**src/rtl/mdio_pkg.sv**
```systemverilog
package mdio_pkg;
  typedef enum logic [1:0] {ST_IDLE, ST_ARM, ST_SHIFT} mdio_state_e;

  typedef struct packed {
    logic [4:0] dev;
    logic [4:0] loc;
  } mdio_target_t;

  localparam logic [4:0] DEV_INVALID = 5'h1F;
  localparam logic [1:0] SOF_BITS    = 2'b01;
  localparam logic [1:0] OP_READ     = 2'b10;
  localparam logic [1:0] OP_WRITE    = 2'b01;
  localparam logic [1:0] TA_WRITE    = 2'b10;
endpackage

```
**src/rtl/mdio_clkgen.sv**
```systemverilog
module mdio_clkgen #(
  parameter int DIV_HALF = 2
) (
  input  logic clk,
  input  logic rst_n,
  output logic mdc,
  output logic rise_evt,
  output logic fall_evt
);
  localparam int CW = (DIV_HALF > 1) ? $clog2(DIV_HALF) : 1;

  logic [CW-1:0] cnt_q;
  logic          wrap;

  assign wrap     = (cnt_q == CW'(DIV_HALF - 1));
  assign rise_evt = wrap && !mdc;
  assign fall_evt = wrap && mdc;

  always_ff @(posedge clk or negedge rst_n) begin
    if (!rst_n) begin
      cnt_q <= '0;
      mdc   <= 1'b0;
    end else if (wrap) begin
      cnt_q <= '0;
      mdc   <= ~mdc;
    end else begin
      cnt_q <= cnt_q + 1'b1;
    end
  end
endmodule

```
**src/rtl/mdio_frame_eng.sv**
```systemverilog
module mdio_frame_eng
  import mdio_pkg::*;
#(
  parameter int PRE_LEN = 32
) (
  input  logic         clk,
  input  logic         rst_n,
  input  logic         start,
  input  logic         is_rd,
  input  mdio_target_t tgt,
  input  logic [15:0]  wdata,
  input  logic         rise_evt,
  input  logic         fall_evt,
  input  logic         mdio_i,
  output logic         busy,
  output logic         mdio_o,
  output logic         mdio_oe,
  output logic         rd_done,
  output logic [15:0]  rd_data
);
  localparam int FRAME   = PRE_LEN + 32;
  localparam int IW      = $clog2(FRAME);
  localparam int TA_IDX  = PRE_LEN + 14;
  localparam int DAT_IDX = PRE_LEN + 16;

  mdio_state_e      st_q;
  logic [FRAME-1:0] sh_q;
  logic [IW-1:0]    idx_q;
  logic [IW-1:0]    idx_nxt;
  logic             rd_q;
  logic             last_bit;

  assign busy     = (st_q != ST_IDLE);
  assign idx_nxt  = idx_q + 1'b1;
  assign last_bit = (idx_q == IW'(FRAME - 1));
  assign rd_done  = (st_q == ST_SHIFT) && fall_evt && last_bit && rd_q;

  always_ff @(posedge clk or negedge rst_n) begin
    if (!rst_n) begin
      st_q    <= ST_IDLE;
      sh_q    <= '0;
      idx_q   <= '0;
      rd_q    <= 1'b0;
      mdio_o  <= 1'b1;
      mdio_oe <= 1'b0;
      rd_data <= '0;
    end else begin
      case (st_q)
        ST_IDLE: begin
          if (start) begin
            sh_q <= {{PRE_LEN{1'b1}}, SOF_BITS,
                     (is_rd ? OP_READ : OP_WRITE), tgt.dev, tgt.loc,
                     (is_rd ? 2'b00 : TA_WRITE),
                     (is_rd ? 16'h0000 : wdata)};
            rd_q <= is_rd;
            st_q <= ST_ARM;
          end
        end
        ST_ARM: begin
          if (fall_evt) begin
            mdio_o  <= sh_q[FRAME-1];
            mdio_oe <= 1'b1;
            sh_q    <= sh_q << 1;
            idx_q   <= '0;
            st_q    <= ST_SHIFT;
          end
        end
        ST_SHIFT: begin
          if (rise_evt && rd_q && (idx_q >= IW'(DAT_IDX)))
            rd_data <= {rd_data[14:0], mdio_i};
          if (fall_evt) begin
            if (last_bit) begin
              mdio_o  <= 1'b1;
              mdio_oe <= 1'b0;
              st_q    <= ST_IDLE;
            end else begin
              mdio_o  <= sh_q[FRAME-1];
              mdio_oe <= !(rd_q && (idx_nxt >= IW'(TA_IDX)));
              sh_q    <= sh_q << 1;
              idx_q   <= idx_nxt;
            end
          end
        end
        default: st_q <= ST_IDLE;
      endcase
    end
  end
endmodule

```
**src/rtl/mdio_reg_master.sv**
```systemverilog
module mdio_reg_master
  import mdio_pkg::*;
#(
  parameter int DIV_HALF = 2,
  parameter int PRE_LEN  = 32
) (
  input  logic        clk,
  input  logic        rst_n,
  input  logic        host_sel,
  input  logic        host_wr,
  input  logic        host_rd,
  input  logic [15:0] host_wdata,
  output logic [15:0] host_rdata,
  output logic        busy,
  output logic        addr_err,
  output logic        mdc,
  output logic        mdio_o,
  output logic        mdio_oe,
  input  logic        mdio_i
);
  mdio_target_t tgt_q;
  logic [15:0]  data_q;
  logic [15:0]  rd_data;
  logic         rd_done;
  logic         rise_evt;
  logic         fall_evt;
  logic         data_acc;
  logic         go;
  logic         bad;

  assign data_acc = host_sel && (host_wr || host_rd);
  assign go       = data_acc && !busy && (tgt_q.dev != DEV_INVALID);
  assign bad      = data_acc && !busy && (tgt_q.dev == DEV_INVALID);

  // Address register: deliberately outside hard reset.
  always_ff @(posedge clk) begin
    if (!host_sel && host_wr)
      tgt_q <= host_wdata[9:0];
  end

  always_ff @(posedge clk or negedge rst_n) begin
    if (!rst_n) begin
      data_q   <= '0;
      addr_err <= 1'b0;
    end else begin
      if (go && host_wr)
        data_q <= host_wdata;
      else if (rd_done)
        data_q <= rd_data;
      if (bad)
        addr_err <= 1'b1;
      else if (go)
        addr_err <= 1'b0;
    end
  end

  assign host_rdata = host_sel ? data_q : {6'b0, tgt_q};

  mdio_clkgen #(.DIV_HALF(DIV_HALF)) clkgen_i (
    .clk      (clk),
    .rst_n    (rst_n),
    .mdc      (mdc),
    .rise_evt (rise_evt),
    .fall_evt (fall_evt)
  );

  mdio_frame_eng #(.PRE_LEN(PRE_LEN)) eng_i (
    .clk      (clk),
    .rst_n    (rst_n),
    .start    (go),
    .is_rd    (!host_wr),
    .tgt      (tgt_q),
    .wdata    (host_wdata),
    .rise_evt (rise_evt),
    .fall_evt (fall_evt),
    .mdio_i   (mdio_i),
    .busy     (busy),
    .mdio_o   (mdio_o),
    .mdio_oe  (mdio_oe),
    .rd_done  (rd_done),
    .rd_data  (rd_data)
  );
endmodule

```
**config.mk**
```make
export PLATFORM = sky130hd
export DESIGN_NAME = mdio_reg_master
export DESIGN_NICKNAME = d
export VERILOG_FILES = /design/src/rtl/mdio_pkg.sv /design/src/rtl/mdio_clkgen.sv /design/src/rtl/mdio_frame_eng.sv /design/src/rtl/mdio_reg_master.sv
export SDC_FILE = /design/constraint.sdc
export NUM_CORES = 1
export LEC_CHECK = 0
export ABC_CLOCK_PERIOD_IN_PS = 2900
export BUFFER_PORTS_ARGS = -buffer_cell sky130_fd_sc_hd__buf_2
export CORE_ASPECT_RATIO = 0.6
export CORE_UTILIZATION = 55
export CTS_BUF_LIST = sky130_fd_sc_hd__clkbuf_4
export DETAILED_ROUTE_END_ITERATION = 10
export GPL_TIMING_DRIVEN = 1
export MAX_ROUTING_LAYER = met4
export PLACE_DENSITY = 0.74
export SYNTH_ARGS = -nofsm -noshare
export SYNTH_HDL_FRONTEND = slang
export SYNTH_SLANG_ARGS = --single-unit
```
**constraint.sdc**
```tcl
create_clock -name clk -period 2.9 [get_ports clk]
set_clock_uncertainty 0.1 [all_clocks]
set_input_delay 0.435 -clock clk [delete_from_list [all_inputs] [get_ports clk]]
set_output_delay 0.435 -clock clk [all_outputs]
set_load 0.03 [all_outputs]
```
==> metrics.md, run 1 <==
| Metric | Value |
|---|---|
| Setup_tns | `0 ps` |
| Status | `finished clean` |
| Vias per cell | `5.59` |
| Slew Limit Fails | `0` |
| Clock-pin slew on the worst setup and hold paths | `110 ps` |
| Yosys top cell by area | `dfrtp_1` |
| Multi-input gate area | `2620 um^2` |
| CP Data Arrival Time | `2850 ps` |
| CP max stage delay | `500 ps` |
| Top cells by count, synth | `dfrtp_1, mux2_4, mux2_2, nand2b_1` |
| Die width | `135 um` |
| Post-route ant nets | `0` |
| Layout cells sized above 1 | `37.7%` |
| Clock sink total | `120` |
| Maxcap violations | `0` |
| CTS tree | `yes` |
| Initial antenna violation count | `0` |
| Syn Inst Count | `446` |
| Synth top area cells | `dfrtp_1, mux2_4, mux2_2` |
| Seq. cell area | `3050 um^2` |
| Total CTS buffers | `17` |
| Die Ht | `81.9 um` |
| DRT iter0 DRCs | `242` |
| Final hold violations | `0` |
| RSZ-0062 raised after global routing | `false` |
| Post-CTS sizing | `0` |
| Crit-path leading delay family | `compound AO/OA/AOI/OAI gates` |
| Period utilisation layout | `87.9%` |
| Post-synth ARST share | `91.7%` |
| DPL Wire Length | `7.99 mm` |
| Worst setup EP type | `register` |
| Leak Pwr | `2.85 nW` |
| Largest net degree at the start of global routing | `55` |
| Initial Utilization | `58.1%` |
| Clock buffer depth | `2` |
| Place WS | `348 ps` |
| CP Cell Sequence | `inv_1 > ha_1 > nor2_1 > o22ai_1 > a211oi_4 > buf_4 > mux2_2` |
| Required time worst endpoint | `3210 ps` |
| Sequential fraction of the synthesis area | `52.1%` |
| GRT Util Overall | `24.8%` |
| Relative max-transition margin | `47.0%` |
| Setup ws final | `352 ps` |
| #FFs+latches synth | `120` |
| Total grt overflow | `0` |
| FMAX | `392 MHz` |
| Yosys cell types | `42` |
| CP max-delay cell | `a211oi_4` |
| Critical path buffers and inverters | `2` |
| Count leader, synth | `dfrtp_1` |
| Fillers | `765` |
| Final Setup Violations | `0` |
| Setup CP Type | `register to register` |
| Syn nets | `475` |
| # Post-CTS Setup Buffers | `0` |
| PD cells | `989 nW/um^2` |
| Final Cell Area | `6580 um^2` |
| Min-Delay Path Class | `input pin to register` |
| DP Area | `6260 um^2` |
| Post-DR wirelength/cell | `18.0 um` |
| CTS root buf | `clkbuf_4` |
| Fin crit period | `2550 ps` |
| Syn Area/Cell | `13.1 um^2` |
| Synth Cell Area | `5860 um^2` |
| FP Rows | `28` |
| First-pass GRT wire length | `19.9 mm` |
| Pwr Total | `6.51 mW` |
| Drc violations | `0` |
| H-Tree Depth | `4` |
| Post-synth EDFFs | `10` |
| Top_reg_cell synth | `dfrtp_1` |
| Worst Path Max Fanout | `15` |
| Vias | `3,634` |
| Worst-Skew Late Latency | `510 ps` |
| Port Buf Inserts | `42` |
| Drt total wl | `11.7 mm` |
| Diode count | `0` |
| Fin Hold WS | `37.0 ps` |
| Gpl congestion | `0.825` |
| Vias in the first global route | `3,772` |
| Worst vdd ir | `0.000602 V` |
| I/O pin cnt | `43` |
| Final #Nets | `531` |
| Warnings, synthesis | `0` |
| Drt pass-1 iters | `4` |
| Slew of the pin with the lowest slew margin | `795 ps` |
| Startpoint types | `register` |
| Top cell type's share of synthesized area | `46.6%` |
| Core footprint | `10,100 um^2` |
| Area Growth Syn to Fin | `12.3%` |
| Die area | `11,100 um^2` |
| Hold_buf cts | `2` |
==> placed cells by master (no fill, tap or decap), types with 6 or more instances in the layout <==
master    instances
and2_1            6
dfrtp_1         109
a21oi_1          23
mux2_4           55
nand3_1           6
mux2_2           40
buf_2            41
inv_1            12
a22o_1           15
nor2_1           23
nand2_1          20
clkbuf_4         20
mux2i_1          23
ha_1              6
edfxtp_1         10
nand2b_1         35
o21ai_0           9
buf_4            12
==> final timing paths <==
check,startpoint,end,slack [ps],depth (start not counted)
setup / recovery,eng_i.st_q[0],eng_i.sh_q[2],350,7
hold / removal,host_wdata[4],tgt_q[4],40,1
setup reg to reg,eng_i.st_q[0],eng_i.sh_q[2],350,7
hold reg to reg,eng_i.rd_q,eng_i.rd_q,400,2
max in group asynchronous,rst_n,eng_i.sh_q[54],1570,3
min in group asynchronous,rst_n,data_q[11],410,2
==> per-layer routing <==
layer	vias to the layer above	wire length (um)	GRT usage, %
li1	1686	-	-
met1	1841	6010	35.4
met2	92	5100	35.2
met3	15	421	5.74
met4	0	182	7.64
met5	-	0	-
==> area by class of cell <==
cell class | count | area share (%)
Inverter | 12 | 0.685
Clock inverter | 12 | 2.02
Multi-Input combinational cell | 291 | 39.8
Tap cell | 135 | 2.57
Clock buffer | 20 | 2.28
Timing Repair Buffer | 60 | 6.16
Sequential cell | 120 | 46.4
==> metrics by stage <==
step                      util, %  std cells
after floorplan                 -        446
after global routing         65.2        650
after CTS                    65.1        649
final                        65.2        650
after global placement       62.1        615
after detailed placement     62.1        615
==> flip-flops by register name, summed over array words and instances, names as in the netlist <==
signal	flops
clkgen_i.cnt_q	1
eng_i.rd_q	1
eng_i.st_q	2
data_q	16
eng_i.mdio_o	1
eng_i.idx_q	6
clkgen_i.mdc	1
eng_i.mdio_oe	1
addr_err	1
eng_i.sh_q	64
tgt_q	10
eng_i.rd_data	16
==> cell families (layout without fill, tap and decap cells) <==
group,after synthesis,count (layout),share of synthesized area [%]
flops,120,120,52.1
mux,118,118,25.7
simple gates,105,105,9.97
buf+inv,35,104,3.33
fa+ha+maj,7,7,1.50
compound gates,60,60,7.20
xor+xnor,1,1,0.150
==> report_power, final <==
| part | total (mW) | leakage [nW] | internal [mW] | switching (mW) |
|---|---|---|---|---|
| clock | 1.22 | 0.156 | 0.610 | 0.610 |
| combinational | 2.98 | 1.34 | 1.48 | 1.50 |
| sequential | 2.30 | 1.35 | 2.08 | 0.222 |
| total | 6.51 | 2.85 | 4.17 | 2.34 |
Power figures use the tool's default switching activity.
==> run 2: changes to the inputs <==
SYNTH_HIERARCHICAL = 1   (was unset)
==> run 2 against run 1 <==
Compared with the run above: global-route usage is 2.6 points lower; clock-buffer cell count is 2 lower; largest power group unchanged; hold slack better by 15 ps; sequential cell count stayed put; sequential power hardly changed; critical path type unchanged; register-to-register slack worse by 20 ps; non-clock buffer count is 5 higher.
==> metrics.md, run 2 <==
| Metric | Value |
|---|---|
| Status | `finished clean` |
| Syn Inst Count | `429` |
| Die Ht | `82.6 um` |
| Worst Path Max Fanout | `28` |
| Setup_tns | `0 ps` |
| Required time worst endpoint | `3200 ps` |
| GRT Util Overall | `22.2%` |
| Top flop regs | `eng_i/sh_q x64, data_q x16, eng_i/rd_data x16` |
| PD cells | `985 nW/um^2` |
| Sequential fraction of the synthesis area | `51.3%` |
| I/O pin cnt | `43` |
| DRT iter0 DRCs | `188` |
| Die width | `136 um` |
| CP max-delay cell | `dfrtp_1` |
| #FFs+latches synth | `120` |
| FMAX | `389 MHz` |
| CTS root buf | `clkbuf_4` |
| CTS tree | `yes` |
| Drt total wl | `10.6 mm` |
| Top_reg_cell synth | `dfrtp_1` |
| Most common library cell in the layout ignoring fill and taps | `dfrtp_1` |
| Area Growth Syn to Fin | `12.6%` |
| CP Data Arrival Time | `2870 ps` |
| Period utilisation layout | `88.6%` |
| Fin crit period | `2570 ps` |
| Startpoint types | `register` |
| Vias per cell | `5.48` |
| Critical path buffers and inverters | `4` |
| Total grt overflow | `0` |
| Post-synth ARST share | `91.7%` |
| Slew Limit Fails | `0` |
| Warnings, synthesis | `6` |
| Layout cells sized above 1 | `44.7%` |
| DPL Wire Length | `6.96 mm` |
| H-Tree Depth | `4` |
| Commonest cells after routing, fill and taps aside | `dfrtp_1, mux2_2, mux2_4` |
| Relative max-transition margin | `49.8%` |
| Top cell type's share of synthesized area | `45.8%` |
| Core footprint | `10,200 um^2` |
| Register with the most flip-flops | `eng_i/sh_q` |
| Seq. cell area | `3050 um^2` |
| Pwr Total | `6.60 mW` |
| Top cells by count, synth | `dfrtp_1, mux2_2, mux2_4, nand2b_1, a22o_1` |
| Fin Hold WS | `51.5 ps` |
| Multi-input gate area | `2660 um^2` |
| Synth Cell Area | `5950 um^2` |
| Yosys cell types | `43` |
| Fillers | `751` |
| Worst hold stages | `1` |
| Leak Pwr | `3.06 nW` |
| Drc violations | `0` |
| CP Cell Sequence | `inv_1 > ha_2 > inv_1 > inv_1 > o211ai_1 > nor2_1 > o22ai_1 > a211o_4 > buf_12 > mux2_2` |
| Worst setup EP type | `register` |
| Crit-path leading delay family | `compound AO/OA/AOI/OAI gates` |
| Post-CTS sizing | `0` |
| Reg2Reg Depth | `10` |
| Clock-pin slew on the worst setup and hold paths | `110 ps` |
| First-pass GRT wire length | `18.2 mm` |
| Worst vdd ir | `0.000514 V` |
| Place WS | `306 ps` |
| Initial antenna violation count | `0` |
| Clock buffer depth | `2` |
| Gpl congestion | `0.788` |
| Post-DR wirelength/cell | `16.7 um` |
| CP max stage delay | `400 ps` |
| Final Setup Violations | `0` |
| Final #Nets | `515` |
| Final Cell Area | `6700 um^2` |
| Min-Delay Path Class | `input pin to register` |
| Worst-Skew Late Latency | `510 ps` |
| Count leader, synth | `dfrtp_1` |
| Initial Utilization | `58.4%` |
| Syn nets | `458` |
| Synth top area cells | `dfrtp_1, mux2_4, mux2_2` |
| DP Area | `6310 um^2` |
| Die area | `11,300 um^2` |
| Final hold violations | `0` |
| Diode count | `0` |
| Yosys top cell by area | `dfrtp_1` |
| Syn Area/Cell | `13.9 um^2` |
| FP Rows | `28` |
| Drt pass-1 iters | `4` |
| CP Depth | `10` |
| Max reg flops | `64` |
| Maxcap violations | `0` |
| Post-route ant nets | `0` |
| Vias in the first global route | `3,568` |
| Slew of the pin with the lowest slew margin | `752 ps` |
| Vias | `3,473` |
| Setup ws final | `330 ps` |
| Port Buf Inserts | `42` |
| Largest net degree at the start of global routing | `58` |
| Setup CP Type | `register to register` |
| Most frequent CP cell | `inv_1` |
| Total CTS buffers | `17` |
| Post-synth EDFFs | `10` |
| RSZ-0062 raised after global routing | `false` |
| Clock sink total | `120` |
-- run 2: timing repair --
action,4_1_cts,5_1_grt
hold endpoints to repair,60,3
hold buffers,7,3
buffers inserted,0,0
-- run 2: routing by layer --
metal / share of wire [%] / global-route usage [%] / wire [um]
met2: 42 / 31.9 / 4470
met5: 0 / - / 0
met1: 53 / 31.0 / 5590
met4: 1.2 / 6.78 / 129
met3: 4.0 / 5.62 / 421
-- run 2: through the flow --
step / utilization, % / instances
floorplan: - / 429
global placement: 61.9 / 592
detailed placement: 61.9 / 592
CTS: 65.5 / 631
global route: 65.7 / 634
finish: 65.7 / 634
-- run 2: cell families (layout without fill, tap and decap cells) --
kind of cell	count (synthesis)	after routing	synth area share (%)
adder cells (fa/ha/maj)	7	7	1.47
AO/OA/AOI/OAI	44	44	5.63
XOR/XNOR	2	2	0.294
AND/OR/NAND/NOR	78	78	7.29
multiplexers	137	137	29.8
buffers and inverters	41	111	4.18
flip-flops	120	120	51.3
-- run 2: final timing paths --
check | from | endpoint | slack [ps]
max | eng_i/st_q[0] | eng_i/sh_q[3] | 330
min | host_wdata[1] | tgt_q[1] | 50
max reg2reg | eng_i/st_q[0] | eng_i/sh_q[3] | 330
min reg2reg | clkgen_i/cnt_q | clkgen_i/cnt_q | 380
max in group asynchronous | rst_n | eng_i/sh_q[2] | 1510
min in group asynchronous | rst_n | data_q[13] | 430
-- run 2: final cells by class --
class | instances | area share (%)
clock buffers | 18 | 2.02
clock inverters | 14 | 2.35
inverters | 14 | 0.784
multi-input cells | 268 | 39.7
flip-flops and latches | 120 | 45.6
well taps | 135 | 2.52
repair buffers | 65 | 7.06
-- run 2: where the power goes --
| group | internal (mW) | leakage (nW) | switching [mW] |
|---|---|---|---|
| Sequential | 2.09 | 1.37 | 0.213 |
| Clock | 0.597 | 0.153 | 0.638 |
| Combinational | 1.63 | 1.54 | 1.43 |
| Total | 4.32 | 3.06 | 2.28 |
